## config.mk

```make
export PLATFORM = sky130hd
export DESIGN_NAME = usb_int_vec
export DESIGN_NICKNAME = d
export VERILOG_FILES = /design/src/rtl/usb_int_vec_pkg.sv /design/src/rtl/usb_int_vec_flags.sv /design/src/rtl/usb_int_vec_prio.sv /design/src/rtl/usb_int_vec_nak.sv /design/src/rtl/usb_int_vec.sv
export SDC_FILE = /design/constraint.sdc
export NUM_CORES = 1
export LEC_CHECK = 0
export BUFFER_PORTS_ARGS = -buffer_cell sky130_fd_sc_hd__buf_2
export CORE_ASPECT_RATIO = 1.4
export CORE_MARGIN = 2
export CORE_UTILIZATION = 45
export CTS_BUF_LIST = sky130_fd_sc_hd__clkbuf_4
export DETAILED_ROUTE_END_ITERATION = 7
export PLACE_DENSITY_LB_ADDON = 0.12
export SYNTH_ARGS = -nofsm -noshare
export SYNTH_HDL_FRONTEND = slang
export SYNTH_HIERARCHICAL = 1
export SYNTH_SLANG_ARGS = --single-unit
```

## constraint.sdc

```tcl
create_clock -name clk_i -period 2.1 [get_ports clk_i]
set_input_delay 0.42 -clock clk_i [delete_from_list [all_inputs] [get_ports clk_i]]
set_output_delay 0.42 -clock clk_i [all_outputs]
set_load 0.05 [all_outputs]
```

## src/rtl/usb_int_vec_pkg.sv

```systemverilog
package usb_int_vec_pkg;
  localparam int unsigned IN0_CODE   = 2;
  localparam int unsigned SETUP_CODE = 4;
  localparam int unsigned SETUP_IDX  = 1;

  function automatic int unsigned src_count(int unsigned num_ep);
    return 2 * num_ep + 1;
  endfunction

  // max code is 2*src_count
  function automatic int unsigned vec_width(int unsigned num_ep);
    return $clog2(2 * src_count(num_ep) + 1);
  endfunction
endpackage

```

## src/rtl/usb_int_vec_flags.sv

```systemverilog
module usb_int_vec_flags #(
  parameter int unsigned W = 17
) (
  input  logic         clk_i,
  input  logic         rst_ni,
  input  logic [W-1:0] set_i,
  input  logic [W-1:0] clr_i,
  output logic [W-1:0] flag_o
);
  logic [W-1:0] flag_q;

  // set has precedence so an arriving event is never lost
  always_ff @(posedge clk_i or negedge rst_ni) begin
    if (!rst_ni) flag_q <= '0;
    else         flag_q <= set_i | (flag_q & ~clr_i);
  end

  assign flag_o = flag_q;
endmodule

```

## src/rtl/usb_int_vec_prio.sv

```systemverilog
module usb_int_vec_prio #(
  parameter int unsigned W     = 17,
  parameter int unsigned VEC_W = 6,
  localparam int unsigned IW   = (W > 1) ? $clog2(W) : 1
) (
  input  logic [W-1:0]     req_i,
  output logic             valid_o,
  output logic [IW-1:0]    idx_o,
  output logic [VEC_W-1:0] code_o
);
  always_comb begin
    valid_o = 1'b0;
    idx_o   = '0;
    for (int i = W - 1; i >= 0; i--) begin
      if (req_i[i]) begin
        valid_o = 1'b1;
        idx_o   = IW'(i);
      end
    end
  end

  assign code_o = valid_o ? ((VEC_W'(idx_o) + VEC_W'(1)) << 1) : '0;
endmodule

```

## src/rtl/usb_int_vec_nak.sv

```systemverilog
module usb_int_vec_nak (
  input  logic clk_i,
  input  logic rst_ni,
  input  logic fire_i,
  output logic clr_in0_o,
  output logic clr_out0_o
);
  logic pulse_q;

  always_ff @(posedge clk_i or negedge rst_ni) begin
    if (!rst_ni) pulse_q <= 1'b0;
    else         pulse_q <= fire_i;
  end

  assign clr_in0_o  = pulse_q;
  assign clr_out0_o = pulse_q;
endmodule

```

## src/rtl/usb_int_vec.sv

```systemverilog
module usb_int_vec
  import usb_int_vec_pkg::*;
#(
  parameter int unsigned NUM_EP = 8,
  localparam int unsigned NSRC  = src_count(NUM_EP),
  localparam int unsigned VEC_W = vec_width(NUM_EP),
  localparam int unsigned IW    = (NSRC > 1) ? $clog2(NSRC) : 1
) (
  input  logic              clk_i,
  input  logic              rst_ni,
  input  logic              set_setup_i,
  input  logic [NUM_EP-1:0] set_in_i,
  input  logic [NUM_EP-1:0] set_out_i,
  input  logic              rd_vec_i,
  output logic [VEC_W-1:0]  vec_o,
  output logic              setup_flag_o,
  output logic [NUM_EP-1:0] in_flag_o,
  output logic [NUM_EP-1:0] out_flag_o,
  output logic              clr_nak_in0_o,
  output logic              clr_nak_out0_o
);
  logic [NSRC-1:0] src_set, src_flag, src_clr;
  logic            sel_valid;
  logic [IW-1:0]   sel_idx;

  // priority order: in0, setup, out0, then in_k, out_k for k >= 1
  assign src_set[0]    = set_in_i[0];
  assign src_set[1]    = set_setup_i;
  assign src_set[2]    = set_out_i[0];
  assign in_flag_o[0]  = src_flag[0];
  assign setup_flag_o  = src_flag[1];
  assign out_flag_o[0] = src_flag[2];

  for (genvar k = 1; k < NUM_EP; k++) begin : g_ep
    assign src_set[2*k+1] = set_in_i[k];
    assign src_set[2*k+2] = set_out_i[k];
    assign in_flag_o[k]   = src_flag[2*k+1];
    assign out_flag_o[k]  = src_flag[2*k+2];
  end

  usb_int_vec_flags #(.W(NSRC)) i_flags (
    .clk_i  (clk_i),
    .rst_ni (rst_ni),
    .set_i  (src_set),
    .clr_i  (src_clr),
    .flag_o (src_flag)
  );

  usb_int_vec_prio #(.W(NSRC), .VEC_W(VEC_W)) i_prio (
    .req_i   (src_flag),
    .valid_o (sel_valid),
    .idx_o   (sel_idx),
    .code_o  (vec_o)
  );

  assign src_clr = (rd_vec_i && sel_valid) ? (NSRC'(1) << sel_idx) : '0;

  usb_int_vec_nak i_nak (
    .clk_i      (clk_i),
    .rst_ni     (rst_ni),
    .fire_i     (rd_vec_i && sel_valid && (sel_idx == IW'(SETUP_IDX))),
    .clr_in0_o  (clr_nak_in0_o),
    .clr_out0_o (clr_nak_out0_o)
  );
endmodule

```

# Word-level counts from Yosys, hierarchy flattened

Index checks and enable logic that the tools add are counted.

Shift operators: 1
Reductions and logical operators: 2
Mux-type cells: 36
Eq/ne operators: 1
Bitwise operators: 3
Add/subtract/negate cells: 1

Operators by type and width:

| operator                                          | number |
|---|---|
| 2-to-1 mux 5 bit                                  | 17 |
| AND 17 bit                                        | 1 |
| 2-to-1 mux 1 bit                                  | 17 |
| 2-to-1 mux 17 bit                                 | 1 |
| NOT 17 bit                                        | 1 |
| OR 17 bit                                         | 1 |
| << shifter 1 x 5 -> 17 bit (first input constant) | 1 |
| 2-to-1 mux 6 bit                                  | 1 |
| adder 5 x 1 -> 5 bit (second input constant)      | 1 |
| == test 5 x 1 -> 1 bit (second input constant)    | 1 |
| logical AND 1 bit                                 | 2 |

Register bits: 18
Bits of input ports: 20
Output and inout port bits: 25

# Depth between registers and ports, before layout

Gate-level depths: netlist of the first run.

Depth after elaboration: 22
Gate-level depth with buffers: 10
Depth with buffers taken out: 9

# Hierarchy

The synthesis of the first run kept the hierarchy.

Modules (own cells, without submodules):

| module            | times used | area an instance (µm²) | cells each | sequential area each (µm²) |
|---|---|---|---|---|
| usb_int_vec_flags | 1          | 616.8                  | 51         | 425.4 |
| usb_int_vec_prio  | 1          | 306.5                  | 49         | 0.0 |
| usb_int_vec       | 1          | 215.2                  | 31         | 0.0 |
| usb_int_vec_nak   | 1          | 32.5                   | 2          | 25.0 |

# Worst setup path before layout of the first run

OpenSTA, ideal clock, no wires.

Kind: register to output
Start: reg i_flags.flag_q[13], in the netlist i_flags/flag_o[13]
End: out vec_o[5]
Setup slack: -0.898 ns
Arrival time: 2.578 ns
Buffers on the path: 0
Stages on the path, launching flop included: 8
Cell sequence: dfrtp_1 nor4_1 a221oi_1 o31ai_1 nor3b_1 ha_1 nand3_1 a21oi_1

Longest elaborated chain between the ends: 16
Elaborated cells on any way between the ends: 30

Ends and longest elaborated chain:

| item                            | line                    | text |
|---|---|---|
| start, declared                 | usb_int_vec_flags.sv:10 | `logic [W-1:0] flag_q;` |
| start signal, assigned          | usb_int_vec_flags.sv:15 | `else flag_q <= set_i \| (flag_q & ~clr_i);` |
| 2-to-1 mux 5 bit (14 in series) | usb_int_vec_prio.sv:15  | `if (req_i[i]) begin` |
| via sel_idx[1]                  | usb_int_vec.sv:24       | `logic [IW-1:0] sel_idx;` |
| adder 5 x 1 -> 5 bit            | usb_int_vec_prio.sv:22  | `assign code_o = valid_o ? ((VEC_W'(idx_o) + VEC_W'(1)) << 1) : '0;` |
| 2-to-1 mux 6 bit                | usb_int_vec_prio.sv:22  |  |
| end, declared                   | usb_int_vec.sv:15       | `output logic [VEC_W-1:0] vec_o,` |

The timed path passes the listed nets, and every way through them passes these cells.

# Final worst setup path of the first run

Start: reg i_flags.flag_q[13], in the netlist i_flags/flag_o[13]
End: out vec_o[3]

Same word-level chain as after synthesis.

==> metrics.md, run 1 <==
| Metric | Value |
|---|---|
| Status | `finished with violations` |
| Failing checks | `negative setup slack` |
| Post-synth top area share | `38.5%` |
| Fraction of the mapped netlist area in simple logic gates | `31.2%` |
| Total Wirelength | `4520 µm` |
| Worst path arrival time | `2.44 ns` |
| Number of CTS-inserted buffers | `3` |
| Max Fclk | `350 MHz` |
| Mean number of vias per cell | `5.51` |
| CORE AREA | `2440 µm²` |
| Worst VDD drop | `0.385 mV` |
| Initial Utilization | `47.9%` |
| Filler cells | `126` |
| Post-synthesis compound-gate area fraction | `17.5%` |
| GPL Wtd Cong | `0.850` |
| Io pins | `45` |
| Post-synthesis adder-cell area fraction | `1.07%` |
| Reg clk slew, reported paths | `0.12 ns` |
| DIE WIDTH | `47.1 µm` |
| Minimum clock period | `2.86 ns` |
| Count of standard-cell rows | `21` |
| Root Driver | `clkbuf_4` |
| CTS max path bufs | `2` |
| Avg Inst Size Synth | `8.81 µm²` |
| FF-to-FF End | `i_flags/flag_o[4]` |
| Initial drt markers | `57` |
| Largest family of logic cells by synthesized area | `simple AND/OR/NAND/NOR gates` |
| Area contributors post-synth | `dfrtp_1 38%, a21o_1 11%, inv_1 6.7%` |
| Skew-Pair Late Insertion Delay | `0.31 ns` |
| Class of the worst hold path | `input pin to asynchronous set/reset pin` |
| Die area | `3030 µm²` |
| Reg-to-reg slack, setup | `-0.44 ns` |
| Number of I/O port buffers | `43` |
| Post-Syn Nets | `154` |
| WL/cell | `18.2 µm` |
| Final Util | `87.0%` |
| Mux share of post-synthesis cell area | `0%` |
| Worst Path Required | `1.68 ns` |
| XOR/XNOR Fraction of Synth Area | `1.50%` |
| Largest net degree at the start of global routing | `19` |
| PwrDens | `341 nW/µm²` |
| Post-synthesis cell type count | `35` |
| Cell Area, Synth | `1170 µm²` |
| Final period utilization | `136%` |
| Worst setup margin | `-0.761 ns` |
| Area of the multi-input gates | `891 µm²` |
| CP Class | `flop to output pin` |
| Initial antenna violation count | `0` |
| Launch point of the worst reg-to-reg path | `i_flags/flag_o[12]` |
| H-tree depth | `1` |
| Worst setup SP type | `flop` |
| Fraction of layout cells with a size suffix above 1 | `69.6%` |
| DRC | `0` |
| Placed instance area | `1770 µm²` |
| Via count | `1,366` |
| CP endpoint kind | `output pin` |
| GRT Total Usage | `27.0%` |
| Crit-path max FO | `4` |
| Post-route cell area | `2130 µm²` |
| CP Launch Point | `i_flags/flag_o[13]` |
| Die Span Y | `64.4 µm` |
| Vias in the first global route | `1,294` |
| First-pass GRT wire length | `5750 µm` |
| Final setup viols | `23` |
| Yosys reg bits | `18` |
| Unrepaired setup endpoints after global routing | `true` |
| Clock skew | `0.0195 ns` |
| Ys Warns | `6` |
| Total Power | `0.724 mW` |
| First drt pass iteration count | `4` |
| Hold Buf Count CTS | `0` |
| Post-route ant nets | `0` |
| Fin. Hold Viols | `0` |
| CTS tree | `yes` |
| Final Max Slew Viols | `0` |
| LEAKAGE | `0.829 nW` |
| Area leader, netlist | `dfrtp_1` |
| Area grow syn2layout | `81.5%` |
| Ant. Diodes | `0` |
| # clock sinks | `18` |
| Hpwl dp | `2650 µm` |
| Fin nets | `236` |
| Sequential standard cell area | `468 µm²` |
| Post-Synthesis Cells | `133` |
| Max_cap viols | `0` |
| Critical path endpoint | `vec_o[3]` |
| Worst R2R Path Depth | `9` |
| Register area share after synthesis | `38.5%` |
| GR Overflow Total | `0` |
## metrics by stage
stage	std cells	worst slack [ns]	TNS (ns)	hold WS [ns]
2_1_floorplan	133	-0.355	-7.22	0.124
3_3_place_gp	236	-0.320	-5.33	0.374
3_5_place_dp	236	-0.367	-6.08	0.391
4_1_cts	243	-0.622	-8.20	0.0479
5_1_grt	248	-0.870	-13.19	0.0465
6_report	248	-0.761	-10.36	0.0321
## metal layers
layer,wire length [µm],GRT usage (%),vias up
li1,-,-,619
met1,1520,29.6,650
met2,2550,48.8,75
met3,262,2.54,22
met4,184,12.2,0
met5,0,0,-
## kinds of logic after synthesis
kind of cell	Yosys count
and+or+nand+nor	56
AOI/OAI and AO/OA	28
buffers and inverters	27
DFF	18
xor gates and xnor gates	2
adders and majority gates	1
other	1
## state kept, by name (all words and copies together) (netlist names)
name / flops
i_flags/flag_o: 17
i_nak/clr_in0_o: 1
## worst min path at each step
stage / endpoint / start / cells past startpoint
4_1_cts: i_flags/flag_o[16] / rst_ni / 1
5_1_grt: i_flags/flag_o[13] / rst_ni / 1
3_3_place_gp: i_nak/clr_in0_o / rst_ni / 1
3_5_place_dp: i_nak/clr_in0_o / rst_ni / 1
2_1_floorplan: i_flags/flag_o[0] / rst_ni / 0
6_report: i_flags/flag_o[13] / rst_ni / 1
## cells in the mapped netlist
cell type	instances
inv_1	21
dfrtp_1	18
a21o_1	17
nor2_1	15
nor3_1	8
nor4_1	6
a21oi_1	5
or2_2	4
buf_2	3
buf_4	3
nand2_1	3
nor2b_1	3
nand2b_1	2
nand3_1	2
nand3b_1	2
or4_4	2
a2111oi_2	1
a221oi_1	1
conb_1	1
ha_1	1
nand4b_1	1
nand4b_2	1
nand4bb_1	1
nor3_4	1
nor3b_1	1
nor4_2	1
nor4b_2	1
nor4b_4	1
o21a_1	1
o21ai_0	1
o221ai_1	1
o31ai_1	1
or3_1	1
xnor2_1	1
xor2_1	1
## cells in the final DEF, fill, tap and decap left out, drive strengths merged, types with 2 or more instances in the layout
cell,Yosys,layout
nor2,15,15
nor3,9,9
or4,2,2
nor4,7,7
or2,4,4
nand3b,2,2
nand3,2,2
nand2b,2,2
a21oi,5,5
a21o,17,17
dfrtp,18,18
inv,21,21
buf,6,83
clkbuf,0,4
nand2,3,3
nand4b,2,2
nor4b,2,2
nor2b,3,3
## power by group
part,total [mW],internal [mW],switching [mW]
combinational,0.164,0.0598,0.105
clock,0.205,0.0871,0.118
sequential,0.354,0.351,0.00311
total,0.724,0.498,0.226
## layout make-up
type,instances,area share [%]
clock buffer,4,1.41
inverter,21,3.94
multi-input combinational,88,41.9
sequential,18,22.0
tap,34,2.00
timing repair buffer,83,28.7
## worst max-delay path, cell delays in order (launching register included)
cell	delay, ns
dfrtp_2	0.46
nor4_4	0.31
a221oi_2	0.12
o31ai_1	0.28
nor3b_2	0.27
ha_2	0.21
buf_4	0.13
xnor2_4	0.08
nor2_4	0.10
buf_8	0.15
## what timing repair did
item,CTS,global route
setup endpoints to repair,23,23
pin swaps,2,23
gates cloned,1,0
setup buffers,2,5
resized for setup,22,35
Power figures use the tool's default switching activity.
==> inputs of run 2 (changes only) <==
--- a/config.mk
+++ b/config.mk
@@ -12,6 +12,7 @@
 export CTS_BUF_LIST = sky130_fd_sc_hd__clkbuf_4
 export DETAILED_ROUTE_END_ITERATION = 7
 export PLACE_DENSITY_LB_ADDON = 0.12
+export RECOVER_POWER = 25
 export SYNTH_ARGS = -nofsm -noshare
 export SYNTH_HDL_FRONTEND = slang
 export SYNTH_HIERARCHICAL = 1
==> run 2 against run 1 <==
Compared with the run above:
- the run still ends with negative setup slack left
- sequential share of layout area about the same
- maximum frequency about the same
- global-route usage did not move
- combinational power about the same
- core utilization fell by 0.051 points
- cell count is the same
- critical path depth is the same
- hold slack better by 0.23 ns
- final area about the same
- total power shrank 0.13%
- clock skew about the same
- first-iteration DRC count decreased by 1.8%
- critical path type unchanged
- critical endpoint unchanged
==> metrics.md, run 2 (synthesized netlist as in run 1, its figures left out) <==
| Metric | Value |
|---|---|
| First-pass GRT wire length | `5750 µm` |
| Failing checks | `negative setup slack` |
| Status | `finished with violations` |
| GPL Wtd Cong | `0.850` |
| GR Overflow Total | `0` |
| Skew-Pair Late Insertion Delay | `0.31 ns` |
| Filler cells | `127` |
| CTS tree | `yes` |
| Relative slew margins | `28.7%` |
| Number of I/O port buffers | `43` |
| Launch point of the worst reg-to-reg path | `i_flags/flag_o[12]` |
| CP endpoint kind | `output pin` |
| DIE WIDTH | `47.1 µm` |
| DRC | `0` |
| Die area | `3030 µm²` |
| WL/cell | `18.3 µm` |
| Post-route ant nets | `0` |
| CTS max path bufs | `2` |
| Count of standard-cell rows | `21` |
| H-tree depth | `1` |
| Die Span Y | `64.4 µm` |
| Final Max Slew Viols | `0` |
| Crit-path max FO | `4` |
| CORE AREA | `2440 µm²` |
| Number of flip-flops in the largest register | `17` |
| Worst setup SP type | `flop` |
| Worst path arrival time | `2.44 ns` |
| Max_cap viols | `0` |
| Reg clk slew, reported paths | `0.12 ns` |
| Root Driver | `clkbuf_4` |
| First drt pass iteration count | `4` |
| Area grow syn2layout | `81.4%` |
| Mean number of vias per cell | `5.51` |
| Fin. Hold Viols | `0` |
| Class of the worst hold path | `input pin to asynchronous set/reset pin` |
| Clock skew | `0.0200 ns` |
| Worst Path Required | `1.68 ns` |
| Fin cells | `248` |
| GRT Total Usage | `27.0%` |
| Hpwl dp | `2650 µm` |
| Worst VDD drop | `0.384 mV` |
| CP Class | `flop to output pin` |
| Placed Instances | `236` |
| Via count | `1,367` |
| LEAKAGE | `0.826 nW` |
| Largest net degree at the start of global routing | `19` |
| Initial antenna violation count | `0` |
| Total Wirelength | `4530 µm` |
| Fin nets | `236` |
| Max Fclk | `349 MHz` |
| Vias in the first global route | `1,294` |
| Minimum clock period | `2.86 ns` |
| Worst setup margin | `-0.763 ns` |
| Final setup viols | `23` |
| Total Power | `0.723 mW` |
| PwrDens | `340 nW/µm²` |
| Hold WS | `0.267 ns` |
| Fraction of layout cells with a size suffix above 1 | `69.2%` |
| Final period utilization | `136%` |
| Worst Tran Pin Value | `1.07 ns` |
| Most common cell after layout, fill and taps aside | `buf_2` |
| Number of CTS-inserted buffers | `3` |
| CP Launch Point | `i_flags/flag_o[13]` |
| Io pins | `45` |
| # clock sinks | `18` |
| Ant. Diodes | `0` |
| Initial Utilization | `47.9%` |
| Unrepaired setup endpoints after global routing | `true` |
| Most frequent cells in the layout | `37 x buf_2, 33 x buf_4, 18 x inv_1` |
| Initial drt markers | `56` |
| Hold Buf Count CTS | `0` |
==> run 2: power by group <==
group	internal (mW)	leakage (nW)	total, mW	switching [mW]
Combinational	0.0595	0.647	0.164	0.105
Clock	0.0870	0.0184	0.205	0.118
Sequential	0.351	0.160	0.354	0.00295
Total	0.498	0.826	0.723	0.225
==> run 2: final timing paths <==
| check | end | slack [ns] | cells past startpoint |
|---|---|---|---|
| min reg2reg | i_flags/flag_o[6] | 0.62 | 2 |
| min in group clk_i | i_flags/flag_o[15] | 0.27 | 2 |
| max in group asynchronous | i_flags/flag_o[3] | 1.10 | 1 |
| min | i_flags/flag_o[13] | 0.27 | 1 |
| max reg2reg | i_flags/flag_o[4] | -0.44 | 9 |
| max | vec_o[3] | -0.76 | 9 |
==> run 2: final cells by class <==
class / instances / area [µm²] / share of cell area, %
Sequential cell: 18 / 468 / 22.0
Clock buffer: 4 / 30.0 / 1.41
Timing Repair Buffer: 83 / 609 / 28.7
Multi-Input combinational cell: 88 / 891 / 41.9
Inverter: 21 / 83.8 / 3.95
Tap cell: 34 / 42.5 / 2.00
==> run 2: critical path, stage by stage, from the launching register on <==
cell and delay, ns:
dfrtp_2 0.46, nor4_4 0.31, a221oi_2 0.12, o31ai_1 0.28
nor3b_2 0.27, ha_2 0.21, buf_4 0.13, xnor2_4 0.08
nor2_4 0.11, buf_8 0.15
==> run 2: what timing repair did <==
item                       4_1_cts  5_1_grt
setup endpoints to repair       23       23
buffers inserted                 2        5
cloned                           1        0
pin swaps                        2       23
gates resized for setup         22       35
==> run 2: routing by layer <==
layer,share of wire (%),vias to the layer above,global-route usage (%)
met5,0,-,0
met4,4.2,0,12.2
met3,6.4,22,2.54
met2,56,77,48.8
met1,33,649,29.6
li1,-,619,-
==> run 2: stage by stage <==
stage / setup slack (ns) / area, µm² / utilization, % / setup TNS, ns
5_1_grt: -0.870 / 2120 / 86.9 / -13.19
4_1_cts: -0.622 / 1930 / 78.8 / -8.20
3_5_place_dp: -0.367 / 1770 / 72.6 / -6.08
3_3_place_gp: -0.320 / 1770 / 72.6 / -5.33
6_report: -0.763 / 2120 / 86.9 / -10.38
2_1_floorplan: -0.355 / 1290 / - / -7.22
